<file path="config.mk">
export PLATFORM = sky130hd
export DESIGN_NAME = rtc_second_update
export DESIGN_NICKNAME = d
export VERILOG_FILES = /design/src/rtl/rtc_sec_pkg.sv /design/src/rtl/rtc_bcd_step.sv /design/src/rtl/rtc_calendar_next.sv /design/src/rtl/rtc_alarm_cmp.sv /design/src/rtl/rtc_second_update.sv
export SDC_FILE = /design/constraint.sdc
export NUM_CORES = 1
export LEC_CHECK = 0
export BUFFER_PORTS_ARGS = -buffer_cell sky130_fd_sc_hd__buf_2
export CAP_MARGIN = 10
export CELL_PAD_IN_SITES_DETAIL_PLACEMENT = 0
export CELL_PAD_IN_SITES_GLOBAL_PLACEMENT = 2
export CORE_ASPECT_RATIO = 2
export CORE_UTILIZATION = 28
export DETAILED_ROUTE_END_ITERATION = 8
export PLACE_DENSITY = 0.78
export SYNTH_ARGS = -nofsm -noshare
export SYNTH_HDL_FRONTEND = slang
export SYNTH_SLANG_ARGS = --single-unit
</file>
<file path="constraint.sdc">
create_clock -name clk -period 3.45 [get_ports clk]
set_input_delay 0.69 -clock clk [delete_from_list [all_inputs] [get_ports clk]]
set_output_delay 0.69 -clock clk [all_outputs]
set_load 0.01 [all_outputs]
</file>
<file path="src/rtl/rtc_sec_pkg.sv">
package rtc_sec_pkg;
   localparam int BYTE_W     = 8;
   localparam int NUM_FIELDS = 8;
   localparam int CHAIN_LEN  = 7;
   // field index: carry chain order, day of week last
   localparam int F_SEC   = 0;
   localparam int F_MIN   = 1;
   localparam int F_HOUR  = 2;
   localparam int F_MDAY  = 3;
   localparam int F_MONTH = 4;
   localparam int F_YEAR  = 5;
   localparam int F_CENT  = 6;
   localparam int F_WDAY  = 7;
   // flag register bit positions decoded by the enclosing block
   localparam int FLAG_IRQ = 7;
   localparam int FLAG_ALM = 5;
   localparam int FLAG_UPD = 4;

   typedef logic [BYTE_W-1:0] bcd_t;
   typedef logic [NUM_FIELDS-1:0][BYTE_W-1:0] cal_t;

   function automatic bcd_t bcd_inc(input bcd_t b);
      logic [3:0] tens;
      tens = b[7:4] + 4'd1;
      if (b[3:0] >= 4'd9) return {tens, 4'h0};
      return {b[7:4], b[3:0] + 4'd1};
   endfunction

   function automatic logic bcd_leap(input bcd_t y);
      logic [6:0] bin;
      bin = 7'(y[7:4]) * 7'd10 + 7'(y[3:0]);
      return bin[1:0] == 2'b00;
   endfunction

   function automatic bcd_t month_end(input bcd_t m, input bcd_t y);
      case (m)
         8'h02:                      return bcd_leap(y) ? 8'h29 : 8'h28;
         8'h04, 8'h06, 8'h09, 8'h11: return 8'h30;
         default:                    return 8'h31;
      endcase
   endfunction

   function automatic bcd_t field_low(input int idx);
      return (idx == F_MDAY || idx == F_MONTH || idx == F_WDAY) ? 8'h01 : 8'h00;
   endfunction

   function automatic bcd_t field_high(input int idx);
      case (idx)
         F_SEC, F_MIN: return 8'h59;
         F_HOUR:       return 8'h23;
         F_MONTH:      return 8'h12;
         F_WDAY:       return 8'h07;
         default:      return 8'h99;
      endcase
   endfunction
endpackage

</file>
<file path="src/rtl/rtc_bcd_step.sv">
module rtc_bcd_step
   import rtc_sec_pkg::*;
(
   input  bcd_t cur,
   input  bcd_t lo,
   input  bcd_t hi,
   input  logic inc,
   output bcd_t nxt,
   output logic wrap
);
   always_comb begin
      wrap = inc && (cur >= hi);
      if (wrap)     nxt = lo;
      else if (inc) nxt = bcd_inc(cur);
      else          nxt = cur;
   end
endmodule

</file>
<file path="src/rtl/rtc_calendar_next.sv">
module rtc_calendar_next
   import rtc_sec_pkg::*;
(
   input  cal_t cur_time,
   input  logic step,
   output cal_t nxt_time
);
   logic [CHAIN_LEN:0] carry;
   logic cent_wrap_unused;
   logic wday_wrap_unused;
   bcd_t mday_last;

   assign carry[0]         = step;
   assign cent_wrap_unused = carry[CHAIN_LEN];
   assign mday_last        = month_end(cur_time[F_MONTH], cur_time[F_YEAR]);

   for (genvar i = 0; i < CHAIN_LEN; i++) begin : g_chain
      bcd_t lo_b, hi_b;
      always_comb begin
         lo_b = field_low(i);
         hi_b = (i == F_MDAY) ? mday_last : field_high(i);
      end
      rtc_bcd_step u_step (
         .cur (cur_time[i]),
         .lo  (lo_b),
         .hi  (hi_b),
         .inc (carry[i]),
         .nxt (nxt_time[i]),
         .wrap(carry[i+1])
      );
   end

   rtc_bcd_step u_wday (
      .cur (cur_time[F_WDAY]),
      .lo  (field_low(F_WDAY)),
      .hi  (field_high(F_WDAY)),
      .inc (carry[F_MDAY]),
      .nxt (nxt_time[F_WDAY]),
      .wrap(wday_wrap_unused)
   );
endmodule

</file>
<file path="src/rtl/rtc_alarm_cmp.sv">
module rtc_alarm_cmp
   import rtc_sec_pkg::*;
#(
   parameter int N_FIELDS = 3
) (
   input  logic [N_FIELDS-1:0][BYTE_W-1:0] now,
   input  logic [N_FIELDS-1:0][BYTE_W-1:0] target,
   output logic                            hit
);
   logic [N_FIELDS-1:0] fld_ok;

   for (genvar i = 0; i < N_FIELDS; i++) begin : g_fld
      logic wild;
      assign wild      = (target[i][7:6] == 2'b11);
      assign fld_ok[i] = wild || (now[i] == target[i]);
   end

   assign hit = &fld_ok;
endmodule

</file>
<file path="src/rtl/rtc_second_update.sv">
module rtc_second_update
   import rtc_sec_pkg::*;
#(
   parameter logic [7:0] RESET_CENTURY = 8'h20,
   parameter int         ALARM_FIELDS  = 3
) (
   input  logic        clk,
   input  logic        rst_n,
   input  logic        tick_1hz,
   input  logic        set_mode,
   input  logic        upd_ie,
   input  logic        alm_ie,
   input  logic [7:0]  alm_sec,
   input  logic [7:0]  alm_min,
   input  logic [7:0]  alm_hour,
   input  logic        load_en,
   input  logic [63:0] load_val,
   output logic [7:0]  time_sec,
   output logic [7:0]  time_min,
   output logic [7:0]  time_hour,
   output logic [7:0]  time_wday,
   output logic [7:0]  time_mday,
   output logic [7:0]  time_month,
   output logic [7:0]  time_year,
   output logic [7:0]  time_cent,
   output logic        upd_pulse,
   output logic        alm_pulse,
   output logic [7:0]  flag_set,
   output logic        irq_pulse
);
   localparam logic CENT_OK  = (RESET_CENTURY[3:0] <= 4'd9) && (RESET_CENTURY[7:4] <= 4'd9);
   localparam logic ALARM_OK = (ALARM_FIELDS >= 1) && (ALARM_FIELDS <= 3);

   initial begin
      assert (CENT_OK)  else $error("RESET_CENTURY must be packed BCD");
      assert (ALARM_OK) else $error("ALARM_FIELDS must be 1..3");
   end

   cal_t kept_q, shown_q, kept_nxt, reset_val;
   logic alarm_hit, upd_q, alm_q, live;
   logic [2:0][BYTE_W-1:0] alarm_all;

   always_comb begin
      reset_val          = '0;
      reset_val[F_MDAY]  = 8'h01;
      reset_val[F_MONTH] = 8'h01;
      reset_val[F_WDAY]  = 8'h01;
      reset_val[F_CENT]  = RESET_CENTURY;
   end

   rtc_calendar_next u_next (
      .cur_time(kept_q),
      .step    (tick_1hz),
      .nxt_time(kept_nxt)
   );

   assign alarm_all = {alm_hour, alm_min, alm_sec};

   rtc_alarm_cmp #(.N_FIELDS(ALARM_FIELDS)) u_alarm (
      .now   (kept_nxt[ALARM_FIELDS-1:0]),
      .target(alarm_all[ALARM_FIELDS-1:0]),
      .hit   (alarm_hit)
   );

   assign live = tick_1hz && !set_mode;

   always_ff @(posedge clk) begin
      if (!rst_n) begin
         kept_q  <= reset_val;
         shown_q <= reset_val;
         upd_q   <= 1'b0;
         alm_q   <= 1'b0;
      end else if (load_en) begin
         kept_q  <= load_val;
         shown_q <= load_val;
         upd_q   <= 1'b0;
         alm_q   <= 1'b0;
      end else begin
         kept_q <= kept_nxt;
         if (live) shown_q <= kept_nxt;
         upd_q <= live && upd_ie;
         alm_q <= live && alm_ie && alarm_hit;
      end
   end

   assign time_sec   = shown_q[F_SEC];
   assign time_min   = shown_q[F_MIN];
   assign time_hour  = shown_q[F_HOUR];
   assign time_wday  = shown_q[F_WDAY];
   assign time_mday  = shown_q[F_MDAY];
   assign time_month = shown_q[F_MONTH];
   assign time_year  = shown_q[F_YEAR];
   assign time_cent  = shown_q[F_CENT];
   assign upd_pulse  = upd_q;
   assign alm_pulse  = alm_q;

   always_comb begin
      flag_set           = '0;
      flag_set[FLAG_IRQ] = upd_q || alm_q;
      flag_set[FLAG_ALM] = alm_q;
      flag_set[FLAG_UPD] = upd_q;
   end
   assign irq_pulse = upd_q || alm_q;

   assert_sec_wrap_R2: assert property (@(posedge clk) disable iff (!rst_n)
      (tick_1hz && !load_en && kept_q[F_SEC] == 8'h59) |=> (kept_q[F_SEC] == 8'h00));

   assert_hold_R6: assert property (@(posedge clk) disable iff (!rst_n)
      (set_mode && !load_en) |=> ($stable(time_sec) && $stable(time_min) && $stable(time_hour)));

   assert_quiet_R6: assert property (@(posedge clk) disable iff (!rst_n)
      set_mode |=> (!upd_pulse && !alm_pulse));

   assert_upd_fires_R7: assert property (@(posedge clk) disable iff (!rst_n)
      (tick_1hz && upd_ie && !set_mode && !load_en) |=> upd_pulse);

   assert_upd_cause_R7: assert property (@(posedge clk) disable iff (!rst_n)
      upd_pulse |-> $past(tick_1hz));

   assert_alm_cause_R8: assert property (@(posedge clk) disable iff (!rst_n)
      alm_pulse |-> ($past(alm_ie) && $past(tick_1hz)));

   assert_load_R10: assert property (@(posedge clk) disable iff (!rst_n)
      load_en |=> (time_sec == $past(load_val[7:0]) && !irq_pulse));
endmodule

</file>
==> reports/qor.csv, run 1 <==
stage,metric,value,unit
placed_design,portBuffers,164,
critical_path,cp.arrival,3.99,ns
global_route,groute.usage.overall,19.9,%
layout,drive_gt1_share,33.4,%
power,power.leakage,4.50,nW
synth,synth_top_flop_cell,dfxtp_1,
route,vias_per_cell,4.92,
cts,cts_sinks,130,
cts,worstSkewPairLatency,0.44,ns
route,num_vias,7224,
critical_path,cpMaxStageDelayCell,or4b_1,
cts,h-tree-depth,4,
synth,synthDistinctLibCells,78,
layout,multi_input_comb_area,4780,um2
synth,avgSynthCellArea,8.13,um2
synth,ys_ff_latch,130,
job,drv_cap,0,
timing,fin_crit,3.62,ns
die,core_area,25700,um2
cts,ctsHoldBuffers,0,
placed_design,dp_hpwl,19000,um
layout,fillers,2708,
critical_path,path_cells,"inv_4, ha_4, o211ai_1, a21oi_1, a31oi_1, nor3_2, a21oi_2, ha_1, or4b_1, a21o_1, a21o_1, a211oi_2, buf_4, nor2_4, mux2_4, or3_1, a21oi_2",
synth,yosysSeqAreaShare,35.5,%
global_route,grt_max_degree,70,
layout,diodes,0,
route,route.detailed.wl_per_inst,17.6,um
layout,regArea,2610,um2
synth,synth-edff-count,0,
timing,worst_slack,-0.171,ns
die,rows,83,
synth,async_flop_share,0,%
timing,rsz0062_at_grt,true,
global_route,grt_pass1_wl,39300,um
power,power_density,424,nW/um2
critical_path,critical_path_required,3.82,ns
critical_path,critPathKind,reg2reg,
timing,skew,0.00931,ns
power,worst_ir_drop_vdd,345,uV
die,die_h,231,um
synth,synth_most_common_cell,dfxtp_1,
hold_path,min_path_type,in2reg,
run_status,violations,negative setup slack,
die,dieArea,26900,um2
timing,hold_viol_final,0,
layout,fin_nets,1257,
cts,cts-root-buf,clkbuf_16,
die,io-pin-count,170,
synth,netlist_top_cells_count,"dfxtp_1 (130), nor2_1 (100), nand2_1 (79)",
die,dieWidth,116,um
synth,synth_area_leaders,"dfxtp_1 (36%), ha_1 (7.9%), a21oi_1 (5.2%)",
die,initial_core_util,28.6,%
power,power.total,4.29,mW
global_route,grt_pass1_vias,7349,
route,ant_nets,0,
cts,cts_tree,built,
global_route,grt_overflow,0,
synth,synth_area,7330,um2
route,drtIter0Drc,231,
critical_path,critPathLaunchType,flip-flop,
layout,area_growth,37.8,%
timing,fin_crit_sh,105,%
route,drc,0,
global_route,antenna_found_initial,0,
timing,finalSetupViolCount,41,
critical_path,slowest_delay,0.47,ns
timing,fmax,0.276,GHz
timing,worstMarginPinSlew,0.921,ns
critical_path,path_max_fanout,6,
route,drt_wl_total,25800,um
synth,synth_area_leader_cell,dfxtp_1,
placed_design,routabilityCongestion,0.900,
cts,cts_buffers,17,
synth,yosysTopAreaCellShare,35.5,%
cts,clk_pin_slew_worst_paths,0.06,ns
layout,final_core_util,39.4,%
timing,slew_viol_final,0,
timing,relSlewSlack,38.6,%
synth,ys_warn_count,0,
synth,syn_inst,902,
cts,cts_buffer_depth,2,
route,dr.pass1.iters,4,
critical_path,end_kind,flip-flop,
run_status,status,finished with violations,
## critical path, delay by kind of cell, from the launching register on
family	cells	cell delay [ns]
and+or+nand+nor	4	1.12
AOI/OAI and AO/OA	8	1.11
adders and majority gates	2	0.39
DFF	1	0.36
muxes	1	0.30
buffers and inverters	2	0.28
## placed cells by master (no fill, tap or decap), types with 6 or more instances in the layout
cell	Yosys	routed
buf_2	6	163
dfxtp_1	130	126
nor2_1	100	94
nand2_1	79	76
buf_4	9	70
a21oi_1	76	65
o21ai_0	51	46
ha_1	46	42
inv_1	35	31
and2_1	29	29
nor3_1	30	25
nand3_1	19	19
clkbuf_16	0	17
xnor2_1	19	16
buf_6	1	15
and3_1	17	14
xor2_1	12	12
a211oi_1	20	12
o211ai_1	11	11
a21oi_2	1	11
a22oi_2	1	9
a21o_1	8	8
nand4_1	8	8
o21ai_1	6	8
mux2i_1	8	8
nand2b_1	8	7
nor3_4	2	7
a211oi_2	1	7
o31ai_1	10	6
nor2b_1	7	6
## cells by family (layout without fill, tap and decap cells)
group	after synthesis	after routing	synth area share, %
fa+ha+maj	46	46	7.85
compound gates	256	256	23.4
mux	13	13	1.96
buf+inv	97	319	5.63
flops	130	130	35.5
other cells	1	5	0.0512
simple gates	328	328	21.9
xor+xnor	31	31	3.70
## repair_timing
item | 4_1_cts | 5_1_grt
endpoints found under the setup margin | 61 | 62
buffers inserted | 17 | 6
resized for setup | 63 | 47
pin swaps | 42 | 30
## stage by stage
step           area, um2  cells  hold WS [ns]  TNS (ns)  worst slack (ns)
4_1_cts             9850   1464         0.429     -4.18            -0.199
3_3_place_gp        8900   1418         0.437    -11.07            -0.314
2_1_floorplan       7380    906         0.476         0            0.0128
5_1_grt            10100   1468         0.446    -14.08            -0.370
6_report           10100   1468         0.455     -4.30            -0.171
3_5_place_dp        8900   1418         0.450    -13.37            -0.350
## worst paths after layout
path,start,to,slack (ns),cells after the start
worst min register to register,time_sec[7]$_SDFFE_PN0P_,time_sec[7]$_SDFFE_PN0P_,0.46,2
worst min-delay path,upd_ie,upd_pulse$_SDFF_PP0_,0.45,2
worst max register to register,kept_q[32]$_SDFF_PN1_,kept_q[45]$_SDFF_PN0_,-0.17,17
worst max-delay path,kept_q[32]$_SDFF_PN1_,kept_q[45]$_SDFF_PN0_,-0.17,17
## area by class of cell
cell class | count | area share, %
tap | 340 | 4.21
timing repair buffer | 251 | 15.5
multi-input combinational | 679 | 47.3
sequential | 130 | 25.9
clock buffer | 22 | 4.59
clock inverter | 9 | 1.07
inverter | 37 | 1.42
## metal layers
layer	global-route usage, %	vias to the layer above	share of wire, %
met3	3.78	37	3.5
met5	0	-	0
met2	39.3	159	58
met1	19.0	3422	35
met4	9.21	0	3.0
li1	-	3606	-
## flip-flops by register name, summed over array words and instances (netlist names)
| name | flops |
|---|---|
| alm_pulse | 1 |
| kept_q | 64 |
| time_cent | 8 |
| time_hour | 8 |
| time_mday | 8 |
| time_min | 8 |
| time_month | 8 |
| time_sec | 8 |
| time_wday | 8 |
| time_year | 8 |
| upd_pulse | 1 |
## where the power goes
part	switching [mW]	leakage [nW]	internal, mW	total, mW
Combinational	0.445	3.15	0.349	0.793
Clock	0.710	0.276	1.09	1.80
Sequential	0.0866	1.08	1.60	1.69
Total	1.24	4.50	3.04	4.29
No activity file was read; power rests on OpenSTA's default activity.
==> inputs of run 2 (changes only) <==
CORE_UTILIZATION = 32   (was 28)
PLACE_DENSITY = 0.8   (was 0.78)
SYNTH_HIERARCHICAL = 1   (was not set)
==> run 2 against run 1 <==
Compared with the run above: the run still ends with negative setup slack left; power increased by 15%; largest cell class unchanged; fmax decreased by 20%; non-clock buffer count increased by 77; register-to-register slack got worse by 0.90 ns; cell area increased by 31%; critical endpoint is now time_cent[3]$_SDFFE_PN0P_; synthesized cell count increased by 13%; first-iteration DRC count increased by 0.87%; sequential power about the same; global-route usage decreased by 0.68 points; clock power increased by 18%.
==> reports/qor.csv, run 2 <==
stage,metric,value,unit
placed_design,dp.cells,1738,
timing,finalSetupViolCount,65,
cts,worstSkewPairLatency,0.45,ns
layout,drive_gt1_share,37.0,%
layout,final_common_cell,buf_2,
global_route,grt_overflow,0,
cts,cts-root-buf,clkbuf_16,
power,sw_frac_of_total,28.8,%
route,drt_wl_total,28000,um
hold_path,min_path_type,in2reg,
critical_path,critPathLaunchType,flip-flop,
layout,largest_reg_flops,64,
global_route,groute.usage.overall,19.3,%
run_status,violations,negative setup slack,
power,p_comb_share,22.3,%
timing,fin_crit_sh,131,%
route,drc,0,
power,power_density,372,nW/um2
die,dieArea,30200,um2
placed_design,dp_slack,-1.38,ns
timing,relSlewSlack,45.7,%
cts,h-tree-depth,4,
route,route.detailed.wl_per_inst,15.6,um
timing,rsz0062_at_grt,true,
cts,cts_sinks,130,
timing,skew,0.0110,ns
route,ant_nets,0,
layout,area_growth,40.6,%
power,power.leakage,6.96,nW
layout,regMostFlops,kept_q,
layout,fin_nets,1619,
global_route,grt_pass1_wl,44000,um
die,initial_core_util,32.6,%
critical_path,end_kind,flip-flop,
timing,worstMarginPinSlew,0.814,ns
synth,ys_warn_count,6,
global_route,antenna_found_initial,1,
timing,hold_viol_final,0,
cts,ctsHoldBuffers,0,
power,p_switching,1.42,mW
die,core_area,29000,um2
die,die_h,245,um
layout,final_core_util,45.8,%
critical_path,critPathKind,reg2reg,
cts,cts_tree,built,
timing,setup-tns-final,-35.07,ns
timing,fin_crit,4.52,ns
job,drv_cap,0,
placed_design,portBuffers,164,
placed_design,routabilityCongestion,0.794,
cts,cts_buffers,17,
route,drtIter0Drc,233,
power,p_seq_share,34.4,%
critical_path,cp.arrival,4.85,ns
timing,fmax,0.221,GHz
layout,layout_common_cells,"buf_2 (163), buf_4 (139), conb_1 (130), dfxtp_1 (127), ha_1 (93)",
power,worst_ir_drop_vdd,347,uV
timing,worst_slack,-1.07,ns
synth,avgSynthCellArea,9.25,um2
critical_path,critical_path_required,3.78,ns
layout,instances_no_fill,1802,
global_route,grt_pass1_vias,8720,
global_route,grt_max_degree,130,
die,io-pin-count,170,
synth,syn_inst,1020,
power,internal-power,3.51,mW
cts,cts_buffer_depth,2,
placed_design,dp_hpwl,21100,um
route,num_vias,8530,
critical_path,path_max_fanout,8,
run_status,status,finished with violations,
critical_path,cpMaxStageDelayCell,dfxtp_2,
critical_path,slowest_delay,0.33,ns
die,rows,88,
power,power.total,4.93,mW
power,pwr-share-clk,43.3,%
cts,clk_pin_slew_worst_paths,0.07,ns
route,vias_per_cell,4.73,
route,dr.pass1.iters,5,
die,dieWidth,123,um
synth,synth_area,9430,um2
timing,slew_viol_final,0,
==> run 2: layout make-up <==
class / count / area, um2
Sequential cell: 130 / 2610
Clock buffer: 17 / 425
Tap cell: 360 / 450
Timing Repair Buffer: 328 / 2200
Multi-Input combinational cell: 861 / 6980
Clock inverter: 15 / 255
Antenna cell: 1 / 2.50
Fill cell: 2896 / 15700
Inverter: 90 / 340
==> run 2: final timing paths <==
kind                              from                        end  slack, ns  cells past startpoint
min reg2reg  time_year[2]$_SDFFE_PN0P_  time_year[2]$_SDFFE_PN0P_       0.51                      1
max reg2reg       kept_q[6]$_SDFF_PN0_  time_cent[3]$_SDFFE_PN0P_      -1.07                     28
min                             upd_ie       upd_pulse$_SDFF_PP0_       0.44                      3
max               kept_q[6]$_SDFF_PN0_  time_cent[3]$_SDFFE_PN0P_      -1.07                     28
==> run 2: layer usage <==
layer | GRT usage [%] | vias up | part of all wire [%]
li1 | - | 4358 | -
met1 | 17.3 | 3954 | 34
met4 | 8.47 | 0 | 3.2
met2 | 38.9 | 174 | 58
met5 | 0 | - | 0
met3 | 4.23 | 44 | 4.0
==> run 2: critical path, delay by kind of cell (launching register included) <==
kind | cells | cell delay, ns
flops | 1 | 0.33
mux | 2 | 0.43
buf+inv | 8 | 0.58
compound gates | 16 | 2.78
simple gates | 1 | 0.05
fa+ha+maj | 1 | 0.21
==> run 2: timing repair <==
| item | in CTS | in global routing |
|---|---|---|
| resized for setup | 65 | 59 |
| buffers inserted | 17 | 17 |
| endpoints found under the setup margin | 77 | 80 |
| pin swaps | 13 | 14 |
==> run 2: power groups by stage <==
stage / combinational (mW) / clock (mW) / sequential (mW)
2_1_floorplan: 0.605 / 0 / 1.75
3_3_place_gp: 1.02 / 0 / 1.73
3_5_place_dp: 1.03 / 0 / 1.73
4_1_cts: 1.07 / 2.20 / 1.70
5_1_grt: 1.23 / 2.25 / 1.71
6_report: 1.10 / 2.13 / 1.69
==> run 2: through the flow <==
step / cell area (um2) / hold WS [ns]
after global placement: 11800 / 0.487
after global routing: 13300 / 0.445
after detailed placement: 11800 / 0.495
after CTS: 12900 / 0.419
after floorplan: 9970 / 0.549
final: 13300 / 0.444
==> inputs of run 3 (changes only) <==
CELL_PAD_IN_SITES_DETAIL_PLACEMENT = 1   (was 0)
==> run 3 against run 2 <==
Compared with the run above: the run still ends with negative setup slack left; clock skew grew 0.0012 ns; sequential share of layout area about the same; core utilization about the same; via count grew 3.5%; worst setup slack gained 0.0077 ns; clock power down 7%; critical endpoint is now time_cent[5]$_SDFFE_PN1P_; largest power group unchanged.
==> reports/qor.csv, run 3 (synthesized netlist as in run 2, its figures left out) <==
stage,metric,value,unit
layout,multi_input_comb_area,7040,um2
cts,cts_sinks,130,
die,rows,88,
critical_path,critPathLaunch,kept_q[6]$_SDFF_PN0_,
global_route,grt_pass1_wl,47100,um
cts,h-tree-depth,4,
placed_design,place_area,11800,um2
route,drt_wl_total,30200,um
critical_path,path_max_fanout,8,
global_route,antenna_found_initial,2,
cts,clk_pin_slew_worst_paths,0.07,ns
layout,regArea,2610,um2
placed_design,routabilityCongestion,0.794,
timing,finalSetupViolCount,70,
route,vias_per_cell,4.92,
die,dieArea,30200,um2
critical_path,r2r_cells,26,
layout,fillers,3416,
layout,largest_reg_flops,64,
critical_path,cp.arrival,4.84,ns
global_route,groute.usage.overall,20.6,%
layout,regMostFlops,kept_q,
critical_path,critPathLaunchType,flip-flop,
timing,worstMarginPinSlew,0.860,ns
layout,final_common_cell,buf_2,
timing,skew,0.0122,ns
critical_path,crit_buf_inv,6,
critical_path,path_common_cell,a22oi_4,
timing,relSlewSlack,42.7,%
die,initial_core_util,32.6,%
die,dieWidth,123,um
die,die_h,245,um
cts,cts-root-buf,clkbuf_16,
critical_path,critPathKind,reg2reg,
hold_path,hp-start,alm_ie,
layout,design_area,13300,um2
power,power_density,363,nW/um2
die,core_area,29000,um2
critical_path,end_kind,flip-flop,
die,io-pin-count,170,
route,route.detailed.wl_per_inst,16.8,um
global_route,top_usage_layer,met2,
critical_path,cp.depth,26,
timing,fmax,0.222,GHz
timing,hold_viol_final,0,
route,drtIter0Drc,208,
timing,slew_viol_final,0,
route,dr.pass1.iters,4,
global_route,grt_use_met2,42.4,%
critical_path,crit-reg2reg-launch,kept_q[6]$_SDFF_PN0_,
timing,worst_slack,-1.06,ns
timing,rsz0062_at_grt,true,
hold_path,min_path_type,in2reg,
placed_design,dp_hpwl,22900,um
cts,cts_buffers,17,
timing,setup-tns-final,-35.73,ns
global_route,grtUsageMet3,5.02,%
hold_path,holdPathStages,3,
layout,layout_common_cells,"buf_2 (163), conb_1 (130), dfxtp_1 (127), buf_4 (127), ha_1 (93)",
global_route,grt_max_degree,130,
layout,drive_gt1_share,36.9,%
power,worst_ir_drop_vdd,359,uV
route,ant_nets,0,
global_route,grt_pass1_vias,9530,
placed_design,portBuffers,164,
job,drv_cap,0,
critical_path,path_delay_family,compound AO/OA/AOI/OAI gates,
layout,final_core_util,45.8,%
run_status,violations,negative setup slack,
route,num_vias,8829,
layout,diodes,0,
layout,fin_nets,1613,
cts,ctsHoldBuffers,0,
cts,cts_tree,built,
global_route,use_met1,17.6,%
power,power.leakage,6.95,nW
cts,worstSkewPairLatency,0.45,ns
critical_path,critical_path_required,3.78,ns
global_route,grt_overflow,0,
layout,area_growth,40.5,%
critical_path,cpMaxStageDelayCell,dfxtp_2,
timing,fin_crit,4.51,ns
cts,cts_buffer_depth,2,
route,drc,0,
run_status,status,finished with violations,
timing,fin_crit_sh,131,%
critical_path,slowest_delay,0.33,ns
placed_design,dp_slack,-1.42,ns
-- run 3: metal layers --
metal  share of wire [%]  wire length [um]
met1                  33              9960
met2                  60             18000
met3                 4.0              1220
met4                 3.1               946
met5               0.076                23
-- run 3: power breakdown --
group,switching (mW),internal [mW]
Combinational,0.584,0.543
Sequential,0.0843,1.61
Clock,0.768,1.21
-- run 3: metrics by stage --
stage               power [mW]  hold WS [ns]  std cells
CTS                       4.84         0.425       1792
detailed placement        2.77         0.494       1738
global route              5.06         0.438       1795
floorplan                 2.35         0.549       1147
finish                    4.81         0.450       1795
global placement          2.75         0.487       1738
-- run 3: path summary, 6_finish.rpt --
check	endpoint	slack [ns]
worst min-delay path	alm_pulse$_SDFF_PP0_	0.45
worst max-delay path	time_cent[5]$_SDFFE_PN1P_	-1.06
worst max register to register	time_cent[5]$_SDFFE_PN1P_	-1.06
worst min register to register	time_year[1]$_SDFFE_PN0P_	0.50
-- run 3: worst min-delay path, stage by stage --
cell and delay [ns]:
buf_2 0.09, nand2_1 0.04, nor2_1 0.03
-- run 3: repair_timing --
item,in CTS,in global routing
setup endpoints to repair,78,80
gates resized for setup,85,63
setup buffers,25,9
pin swaps,16,13
-- run 3: final cells by class --
| cell class | instances | share of cell area [%] |
|---|---|---|
| inverters | 90 | 2.57 |
| clock buffers | 17 | 3.21 |
| repair buffers | 322 | 16.5 |
| flip-flops and latches | 130 | 19.7 |
| multi-input cells | 861 | 53.2 |
| clock inverters | 15 | 1.55 |
| well taps | 360 | 3.40 |
